File: config.mk
export PLATFORM = sky130hd
export DESIGN_NAME = laser_tx_seq
export DESIGN_NICKNAME = d
export VERILOG_FILES = /design/src/rtl/laser_tx_pkg.sv /design/src/rtl/ltx_sync.sv /design/src/rtl/ltx_fault_latch.sv /design/src/rtl/ltx_seq_fsm.sv /design/src/rtl/laser_tx_seq.sv
export SDC_FILE = /design/constraint.sdc
export NUM_CORES = 1
export LEC_CHECK = 0
export BUFFER_PORTS_ARGS = -buffer_cell sky130_fd_sc_hd__buf_2
export CAP_MARGIN = 10
export CORE_MARGIN = 8
export CORE_UTILIZATION = 55
export DETAILED_ROUTE_END_ITERATION = 10
export MAX_ROUTING_LAYER = met4
export PLACE_DENSITY = 0.76
export SLEW_MARGIN = 30
export SYNTH_ARGS = -nofsm -noshare
export SYNTH_HDL_FRONTEND = slang
export SYNTH_SLANG_ARGS = --single-unit
File: constraint.sdc
create_clock -name clk_i -period 2.9 [get_ports clk_i]
set_clock_uncertainty 0.15 [all_clocks]
set_input_delay 0.145 -clock clk_i [delete_from_list [all_inputs] [get_ports clk_i]]
set_output_delay 0.145 -clock clk_i [all_outputs]
set_load 0.05 [all_outputs]
File: src/rtl/laser_tx_pkg.sv
package laser_tx_pkg;
  typedef enum logic [1:0] {
    SEQ_OFF  = 2'd0,
    SEQ_WAIT = 2'd1,
    SEQ_RAMP = 2'd2,
    SEQ_ON   = 2'd3
  } seq_state_e;
endpackage

File: src/rtl/ltx_sync.sv
module ltx_sync #(
  parameter int W = 1
) (
  input  logic         clk_i,
  input  logic         rst_ni,
  input  logic [W-1:0] d_i,
  output logic [W-1:0] q_o
);
  logic [W-1:0] s1_q, s2_q;

  always_ff @(posedge clk_i or negedge rst_ni) begin
    if (!rst_ni) begin
      s1_q <= '0;
      s2_q <= '0;
    end else begin
      s1_q <= d_i;
      s2_q <= s1_q;
    end
  end

  assign q_o = s2_q;
endmodule

File: src/rtl/ltx_fault_latch.sv
module ltx_fault_latch #(
  parameter int CNT_W     = 16,
  parameter int T_RECOVER = 50000
) (
  input  logic clk_i,
  input  logic rst_ni,
  input  logic flt_i,      // synchronized, any source
  input  logic ctl_rst_ni, // synchronized control reset
  input  logic idle_i,     // synchronized enable low or disable high
  output logic fault_o
);
  localparam logic [CNT_W-1:0] REC_LAST = CNT_W'(T_RECOVER - 1);
  localparam logic [CNT_W-1:0] REC_SAT  = CNT_W'(T_RECOVER);

  logic [CNT_W-1:0] rcnt_q;
  logic             rst_d_q;
  logic             fault_q;
  logic             clr_rst, clr_rec;

  assign clr_rst = rst_d_q && !ctl_rst_ni;
  assign clr_rec = idle_i && (rcnt_q == REC_LAST);

  always_ff @(posedge clk_i or negedge rst_ni) begin
    if (!rst_ni) begin
      rcnt_q  <= '0;
      rst_d_q <= 1'b0;
      fault_q <= 1'b0;
    end else begin
      rst_d_q <= ctl_rst_ni;
      if (!idle_i)               rcnt_q <= '0;
      else if (rcnt_q != REC_SAT) rcnt_q <= rcnt_q + 1'b1;
      // a new fault wins over any clear in the same cycle
      if (flt_i)                   fault_q <= 1'b1;
      else if (clr_rst || clr_rec) fault_q <= 1'b0;
    end
  end

  assign fault_o = fault_q;
endmodule

File: src/rtl/ltx_seq_fsm.sv
module ltx_seq_fsm
  import laser_tx_pkg::*;
#(
  parameter int N_CH     = 4,
  parameter int CNT_W    = 16,
  parameter int T_PWRUP  = 325000,
  parameter int T_SETTLE = 210000,
  parameter int T_STEP   = 230000
) (
  input  logic            clk_i,
  input  logic            rst_ni,
  input  logic            go_i,
  input  logic            pg_i,
  output logic [N_CH-1:0] en_o
);
  localparam int IDX_W = (N_CH > 1) ? $clog2(N_CH) : 1;
  localparam logic [CNT_W-1:0] PWR_LAST  = CNT_W'(T_PWRUP - 1);
  localparam logic [CNT_W-1:0] SET_LAST  = CNT_W'(T_SETTLE - 1);
  localparam logic [CNT_W-1:0] STEP_LAST = CNT_W'(T_STEP - 1);
  localparam logic [IDX_W-1:0] IDX_LAST  = IDX_W'(N_CH - 1);

  seq_state_e       st_q;
  logic [CNT_W-1:0] cnt_q;
  logic [IDX_W-1:0] idx_q;
  logic [N_CH-1:0]  en_q;
  logic             cold_q;
  logic [CNT_W-1:0] first_last;

  assign first_last = cold_q ? PWR_LAST : SET_LAST;

  always_ff @(posedge clk_i or negedge rst_ni) begin
    if (!rst_ni) begin
      st_q   <= SEQ_OFF;
      cnt_q  <= '0;
      idx_q  <= '0;
      en_q   <= '0;
      cold_q <= 1'b1;
    end else begin
      if (!pg_i) cold_q <= 1'b1;
      if (!go_i) begin
        st_q  <= SEQ_OFF;
        cnt_q <= '0;
        idx_q <= '0;
        en_q  <= '0;
      end else begin
        case (st_q)
          SEQ_OFF: begin
            st_q  <= SEQ_WAIT;
            cnt_q <= '0;
          end
          SEQ_WAIT: begin
            if (cnt_q == first_last) begin
              en_q[0] <= 1'b1;
              cold_q  <= 1'b0;
              cnt_q   <= '0;
              idx_q   <= IDX_W'(1);
              st_q    <= (N_CH == 1) ? SEQ_ON : SEQ_RAMP;
            end else begin
              cnt_q <= cnt_q + 1'b1;
            end
          end
          SEQ_RAMP: begin
            if (cnt_q == STEP_LAST) begin
              en_q[idx_q] <= 1'b1;
              cnt_q       <= '0;
              if (idx_q == IDX_LAST) st_q  <= SEQ_ON;
              else                   idx_q <= idx_q + 1'b1;
            end else begin
              cnt_q <= cnt_q + 1'b1;
            end
          end
          SEQ_ON:  st_q <= SEQ_ON;
          default: st_q <= SEQ_OFF;
        endcase
      end
    end
  end

  assign en_o = en_q;
endmodule

File: src/rtl/laser_tx_seq.sv
module laser_tx_seq #(
  parameter int N_CH      = 4,
  parameter int T_PWRUP   = 325000,
  parameter int T_SETTLE  = 210000,
  parameter int T_STEP    = 230000,
  parameter int T_RECOVER = 50000
) (
  input  logic            clk_i,
  input  logic            rst_ni,
  input  logic            tx_off_i,
  input  logic            tx_on_i,
  input  logic            tx_rst_ni,
  input  logic            pwr_good_i,
  input  logic [N_CH-1:0] over_cur_i,
  input  logic            over_temp_i,
  input  logic            cal_bad_i,
  output logic [N_CH-1:0] chan_en_o,
  output logic            fault_no_o
);
  localparam int MAX_A = (T_PWRUP > T_SETTLE) ? T_PWRUP : T_SETTLE;
  localparam int MAX_B = (T_STEP > T_RECOVER) ? T_STEP : T_RECOVER;
  localparam int MAX_T = (MAX_A > MAX_B) ? MAX_A : MAX_B;
  localparam int CNT_W = $clog2(MAX_T + 1);
  localparam int SYNC_W = N_CH + 6;

  logic [SYNC_W-1:0] raw, syn;
  logic off_s, on_s, rst_s, pg_s, any_flt_s, idle_s;
  logic fault_q, go;

  assign raw = {cal_bad_i, over_temp_i, over_cur_i, pwr_good_i, tx_rst_ni, tx_on_i, tx_off_i};

  ltx_sync #(.W(SYNC_W)) u_sync (
    .clk_i (clk_i),
    .rst_ni(rst_ni),
    .d_i   (raw),
    .q_o   (syn)
  );

  assign off_s     = syn[0];
  assign on_s      = syn[1];
  assign rst_s     = syn[2];
  assign pg_s      = syn[3];
  assign any_flt_s = |syn[SYNC_W-1:4];
  assign idle_s    = !on_s || off_s;

  ltx_fault_latch #(.CNT_W(CNT_W), .T_RECOVER(T_RECOVER)) u_flt (
    .clk_i     (clk_i),
    .rst_ni    (rst_ni),
    .flt_i     (any_flt_s),
    .ctl_rst_ni(rst_s),
    .idle_i    (idle_s),
    .fault_o   (fault_q)
  );

  assign go = !off_s && on_s && rst_s && pg_s && !fault_q;

  ltx_seq_fsm #(
    .N_CH(N_CH), .CNT_W(CNT_W), .T_PWRUP(T_PWRUP),
    .T_SETTLE(T_SETTLE), .T_STEP(T_STEP)
  ) u_fsm (
    .clk_i (clk_i),
    .rst_ni(rst_ni),
    .go_i  (go),
    .pg_i  (pg_s),
    .en_o  (chan_en_o)
  );

  assign fault_no_o = !fault_q;
endmodule

==> flow_metrics.py, run 1 <==
metrics = {
    "status": {
        "status": "finished, final reports clean",
    },
    "global_route": {
        "grt_pass1_vias": 2632,
        "overflow": 0,
        "grt_use_total_pct": 17.5,
        "grt_pass1_wl_um": 11800,
        "antenna_found_initial": 0,
        "grt_max_degree": 38,
    },
    "yosys": {
        "synth_largest_area_cell": "dfrtp_1",
        "synth.distinct_cells": 49,
        "synth_top_family_by_area": "simple AND/OR/NAND/NOR gates",
        "synth-edff-count": 0,
        "synth.net_count": 349,
        "ys.flop_type": "dfrtp_1",
        "synthSimpleGateAreaFrac_pct": 23.4,
        "synth_compound_area_share_pct": 10.5,
        "synth_warnings": 0,
        "synthCells": 327,
        "synth_top_area_share_pct": 51.9,
        "netlist_area_um2": 3280,
        "synthAdderAreaFrac_pct": 3.82,
        "syn_area_per_cell_um2": 10.0,
        "synthTopCellsByArea": "dfrtp_1 52%, nor2_1 5.3%, ha_1 3.8%, nand2_1 3.3%, xnor2_1 2.9%",
        "synth_xor_area_share_pct": 5.88,
        "ys_seq_area_share_pct": 52.7,
        "synthMuxAreaShare_pct": 0.611,
        "ys_ff_latch": 69,
        "async_reset_ff_share_pct": 100,
    },
    "place": {
        "dp_hpwl_um": 4710,
        "placedCellCount": 424,
        "routabilityCongestion": 0.864,
        "placed_cell_area_um2": 3530,
        "io_buffers": 16,
        "pre_cts_slack_ns": -0.0878,
    },
    "floorplanning": {
        "die_x_um": 93.2,
        "rows": 28,
        "io_pins": 17,
        "start_util_pct": 56.0,
        "core_um2": 5850,
        "die-area_um2": 8690,
        "die_h_um": 93.2,
    },
    "cells_and_area": {
        "final_cells": 454,
        "final_cell_mix": "68 x dfrtp_1, 46 x nor2_1, 29 x nand2_1",
        "fin_nets": 396,
        "final_common_cell": "dfrtp_1",
        "drive_above_1_share_pct": 15.8,
        "area_growth_pct": 18.1,
        "n_antenna_cell": 0,
        "postLayoutCellArea_um2": 3870,
    },
    "clock_tree": {
        "cts_sinks": 69,
        "cts_tree": "yes",
        "cts_root_buffer": "clkbuf_8",
        "clock_insertion_delay_worst_skew_ns": 0.35,
        "clock_path_buffers": 2,
        "path_clk_slew_ns": 0.08,
        "cts_buffers": 9,
        "h-tree-depth": 3,
    },
    "sta": {
        "fin_crit_sh_pct": 99.3,
        "slew_headroom_pct": 45.6,
        "hold_viol_final": 0,
        "tightest_slew_ns": 0.816,
        "setup_ws_ns": 0.0202,
        "fmax_ghz": 0.347,
        "rsz0062_at_grt": "yes",
        "setup_viol": 0,
        "slew_viol_final": 0,
        "post-route-min-period_ns": 2.88,
    },
    "setup_path": {
        "worst-endpoint-arrival_ns": 2.95,
        "worstPathCellList": "or4b_4 -> or4b_4 -> a2111o_1 -> a22oi_4 -> buf_4 -> buf_4 -> buf_4 -> o31ai_1",
        "slowest_stage": "or4b_4",
        "path_common_cell": "buf_4",
        "critPathTopFamily": "simple AND/OR/NAND/NOR gates",
        "critPathBufInv": 3,
        "worstSetupPathType": "reg -> reg",
        "end_kind": "register",
        "worstPathRequired_ns": 2.97,
        "startpoint_type": "register",
        "max_stage_delay_ns": 0.54,
        "cp_max_fo": 8,
    },
    "detailed_routing": {
        "drc": 0,
        "postRouteAntennaNets": 0,
        "first_pass_iters": 4,
        "drtIter0Drc": 188,
        "wirelength_um": 6740,
        "vias": 2550,
        "wl_per_cell_um": 14.9,
        "vias_per_cell": 5.62,
    },
    "power_and_ir_drop": {
        "power.density_nw_per_um2": 484,
        "peakVddDrop_uv": 456,
        "leakagePower_uw": 0.00166,
        "totalPowerFinal_uw": 1880,
    },
    "worst_hold_path": {
        "hold_path.class": "reg -> reg",
    },
    "job": {
        "drv_cap": 0,
    },
}
[layer usage]
layer | track usage (%) | vias up | wire, um
li1 | - | 1248 | -
met1 | 22.8 | 1203 | 3240
met2 | 25.8 | 88 | 3070
met3 | 2.96 | 11 | 331
met4 | 8.72 | 0 | 105
met5 | - | - | 0
[logic make-up (layout without fill, tap and decap cells)]
family | Yosys count | in the layout
simple gates | 150 | 150
flops | 69 | 69
compound gates | 47 | 47
buf+inv | 27 | 79
xor+xnor | 22 | 22
fa+ha+maj | 10 | 10
mux | 2 | 2
[sequential cells by signal, indices dropped and copies added (netlist names)]
register       flops
u_flt.rcnt_q      19
u_fsm.en_o         4
u_sync.q_o        10
u_fsm.idx_q        2
u_fsm.cold_q       1
u_fsm.cnt_q       19
u_sync.s1_q       10
u_flt.rst_d_q      1
u_flt.fault_o      1
u_fsm.st_q         2
[Yosys cell counts (7+ instances only)]
cell and instances:
or3_1 7, inv_1 18, dfrtp_1 68, clkbuf_1 8, xnor2_1 11, nand3_1 14, nand4_1 7, nor2_1 46
nor3_1 12, ha_1 10, xor2_1 11, nand2_1 29, a21oi_1 12
[cell type report]
class | instances | area (um^2)
Fill cell | 441 | 1980
Sequential cell | 69 | 1730
Multi-Input combinational cell | 231 | 1470
Timing Repair Buffer | 45 | 329
Clock buffer | 9 | 124
Tap cell | 75 | 93.8
Inverter | 18 | 67.6
Clock inverter | 7 | 65.1
[what timing repair did]
| action | 4_1_cts | 5_1_grt |
|---|---|---|
| buffers inserted | 2 | 1 |
| hold buffers | 11 | 0 |
| gates resized for setup | 0 | 5 |
| gates cloned | 0 | 0 |
| pin swaps | 2 | 0 |
| endpoints found under the setup margin | 4 | 18 |
| hold endpoints to repair | 44 | 0 |
[final timing paths]
check,from,to,slack [ns],cells after the start
max,u_fsm.cnt_q[7]$_DFFE_PN0P_,u_fsm.cnt_q[0]$_DFFE_PN0P_,0.02,8
min reg2reg,u_sync.s1_q[8]$_DFF_PN0_,u_sync.q_o[8]$_DFF_PN0_,0.20,0
min in group asynchronous,rst_ni,u_fsm.en_o[3]$_DFFE_PN0P_,0.27,2
min,u_sync.s1_q[8]$_DFF_PN0_,u_sync.q_o[8]$_DFF_PN0_,0.20,0
max in group asynchronous,rst_ni,u_sync.q_o[9]$_DFF_PN0_,1.54,3
max reg2reg,u_fsm.cnt_q[7]$_DFFE_PN0P_,u_fsm.cnt_q[0]$_DFFE_PN0P_,0.02,8
[power breakdown]
group          switching, uW  internal (uW)  leakage [uW]
registers               29.5            997      0.000902
clock network            419            332     0.0000947
logic                   51.6           46.6      0.000668
[per-stage QoR]
| step | TNS, ns | hold WS, ns | utilization, % |
|---|---|---|---|
| global placement | -0.107 | 0.103 | 60.4 |
| global route | -0.324 | 0.210 | 66.2 |
| CTS | 0 | 0.205 | 65.7 |
| detailed placement | -0.272 | 0.104 | 60.4 |
| finish | 0 | 0.203 | 66.2 |
| floorplan | 0 | -0.301 | - |
No activity file was read; power rests on OpenSTA's default activity.
==> run 2: changes to the inputs <==
- CORE_UTILIZATION: 55 -> 59
- PLACE_DENSITY: 0.76 -> 0.77
- clock period: 2.9 -> 2.71 ns (I/O delays scaled with it)
==> run 2 against run 1 <==
Effect of this change:
- the flow now finishes with violations (setup timing)
- final area is 4.2% higher
- via count increased by 3.3%
- combinational power up 9.9%
- global-route usage grew 0.77 points
- maximum frequency decreased by 1.3%
- die area fell by 5.6%
- sequential cell count did not move
- sequential power increased by 7%
- critical path type unchanged
- critical endpoint is now u_fsm.cnt_q[6]$_DFFE_PN0P_
- largest cell class unchanged
- highest routed layer unchanged
==> flow_metrics.py, run 2 (same netlist as run 1, synthesis figures left out) <==
metrics = {
    "status": {
        "status": "complete, but fails checks",
        "violations": "setup timing",
    },
    "sta": {
        "setup_ws_ns": -0.209,
        "tightest_slew_ns": 0.476,
        "post-route-min-period_ns": 2.92,
        "hold_viol_final": 0,
        "slew_headroom_pct": 68.2,
        "rsz0062_at_grt": "yes",
        "fin_crit_sh_pct": 108,
        "hold_ws_ns": 0.198,
        "slew_viol_final": 0,
        "fmax_ghz": 0.343,
        "setup_viol": 21,
        "setup_tns_ns": -3.12,
    },
    "detailed_routing": {
        "vias": 2635,
        "postRouteAntennaNets": 0,
        "wl_per_cell_um": 15.4,
        "vias_per_cell": 5.74,
        "drc": 0,
        "drtIter0Drc": 205,
        "first_pass_iters": 4,
        "wirelength_um": 7070,
    },
    "global_route": {
        "overflow": 0,
        "antenna_found_initial": 0,
        "grt_pass1_wl_um": 11900,
        "grt_use_total_pct": 18.3,
        "grt_max_degree": 70,
        "grt_pass1_vias": 2540,
    },
    "power_and_ir_drop": {
        "power.density_nw_per_um2": 544,
        "clkPwrFrac_pct": 45.1,
        "p_switching_uw": 460,
        "leakagePower_uw": 0.00175,
        "peakVddDrop_uv": 412,
        "netSwitchingFraction_pct": 20.9,
        "comb_power_share_pct": 4.9,
        "totalPowerFinal_uw": 2200,
        "intPower_uw": 1740,
        "seqPwrFrac_pct": 50.0,
    },
    "clock_tree": {
        "cts_sinks": 69,
        "cts_tree": "yes",
        "cts_root_buffer": "clkbuf_8",
        "clock_path_buffers": 2,
        "h-tree-depth": 3,
        "cts_buffers": 9,
        "clock_insertion_delay_worst_skew_ns": 0.34,
        "path_clk_slew_ns": 0.07,
    },
    "setup_path": {
        "cp_max_fo": 7,
        "worst-endpoint-arrival_ns": 2.99,
        "end_kind": "register",
        "worstSetupPathType": "reg -> reg",
        "slowest_stage": "or4b_4",
        "r2r_slack_ns": -0.21,
        "worstPathRequired_ns": 2.78,
        "max_stage_delay_ns": 0.55,
        "startpoint_type": "register",
        "critPathBufInv": 0,
        "worstPathCellList": "or4b_4 -> or4b_4 -> a2111o_1 -> a22oi_4 -> nor2_4 -> a221o_1",
        "critPathTopFamily": "simple AND/OR/NAND/NOR gates",
        "path_common_cell": "or4b_4",
    },
    "floorplanning": {
        "die_h_um": 90.5,
        "rows": 27,
        "die-area_um2": 8200,
        "die_x_um": 90.5,
        "io_pins": 17,
        "start_util_pct": 60.3,
        "core_um2": 5440,
    },
    "cells_and_area": {
        "fill_cells": 391,
        "drive_above_1_share_pct": 18.3,
        "final_cell_mix": "68 x dfrtp_1, 45 x nor2_1, 29 x nand2_1",
        "area_growth_pct": 23.1,
        "n_antenna_cell": 0,
        "final_common_cell": "dfrtp_1",
        "fin_nets": 404,
        "final_cells": 459,
        "top_regs": "u_flt.rcnt_q: 19 flops, u_fsm.cnt_q: 19 flops",
    },
    "worst_hold_path": {
        "hold_path.class": "in -> async",
    },
    "place": {
        "dp_hpwl_um": 4540,
        "placedCellCount": 426,
        "routabilityCongestion": 0.843,
        "io_buffers": 16,
    },
    "job": {
        "drv_cap": 0,
    },
}
[run 2: cell count changes in the layout (fill, tap and decap cells not counted), moves of 2 or more]
| cell | previous run | this run |
|---|---|---|
| buf_4 | 17 | 23 |
| inv_8 | 2 | 0 |
| bufinv_16 | 0 | 2 |
| a21oi_4 | 0 | 3 |
| inv_6 | 3 | 0 |
| clkbuf_8 | 9 | 13 |
| a21oi_2 | 2 | 0 |
[run 2: worst register-to-register path: stages, from the launching register on]
cell and delay, ns:
dfrtp_1 0.39, or4b_4 0.55, or4b_4 0.50, a2111o_1 0.45, a22oi_4 0.32, nor2_4 0.10, a221o_1 0.34
[run 2: metrics by stage]
stage	util [%]	worst slack (ns)	instance area, um^2
final	74.2	-0.209	4040
after global routing	74.2	-0.266	4040
after CTS	73.7	-0.133	4010
after detailed placement	66.1	-0.147	3590
after global placement	66.1	-0.109	3590
after floorplan	-	-0.0906	3290
[run 2: metal layers]
metal  up-vias  global-route usage [%]  wire, um
met5         -                       -         0
met4         0                    7.63       126
met3        11                    4.41       303
met2        81                    27.7      3350
met1      1281                    22.8      3290
li1       1262                       -         -
[run 2: timing repair]
item / CTS / global route
setup buffers: 4 / 1
resized for setup: 5 / 4
pin swaps: 4 / 4
endpoints found under the hold margin: 79 / 0
cloned: 1 / 0
hold buffers: 11 / 0
setup endpoints to repair: 21 / 21
[run 2: worst paths after layout]
path | from | endpoint | cells past startpoint
max in group asynchronous | rst_ni | u_fsm.cold_q$_DFF_PN1_ | 3
min in group clk_i | u_sync.s1_q[7]$_DFF_PN0_ | u_sync.q_o[7]$_DFF_PN0_ | 0
max | u_fsm.cnt_q[7]$_DFFE_PN0P_ | u_fsm.cnt_q[6]$_DFFE_PN0P_ | 6
min | rst_ni | u_fsm.en_o[0]$_DFFE_PN0P_ | 3
max reg2reg | u_fsm.cnt_q[7]$_DFFE_PN0P_ | u_fsm.cnt_q[6]$_DFFE_PN0P_ | 6
min reg2reg | u_sync.s1_q[7]$_DFF_PN0_ | u_sync.q_o[7]$_DFF_PN0_ | 0
[run 2: power by group through the flow]
stage / clock network [uW] / logic, uW / registers, uW
floorplan: 0 / 54.8 / 1110
global placement: 0 / 92.8 / 1110
detailed placement: 0 / 98.2 / 1120
CTS: 1010 / 110 / 1100
global route: 1050 / 123 / 1100
finish: 990 / 108 / 1100
[run 2: layout make-up]
cell class              instances  area [um^2]  area share (%)
well taps                      72         90.1            2.23
flip-flops and latches         69         1730            42.8
multi-input cells             232         1510            37.5
repair buffers                 52          394            9.76
clock inverters                 3         65.1            1.61
inverters                      18         67.6            1.67
clock buffers                  13          179            4.43
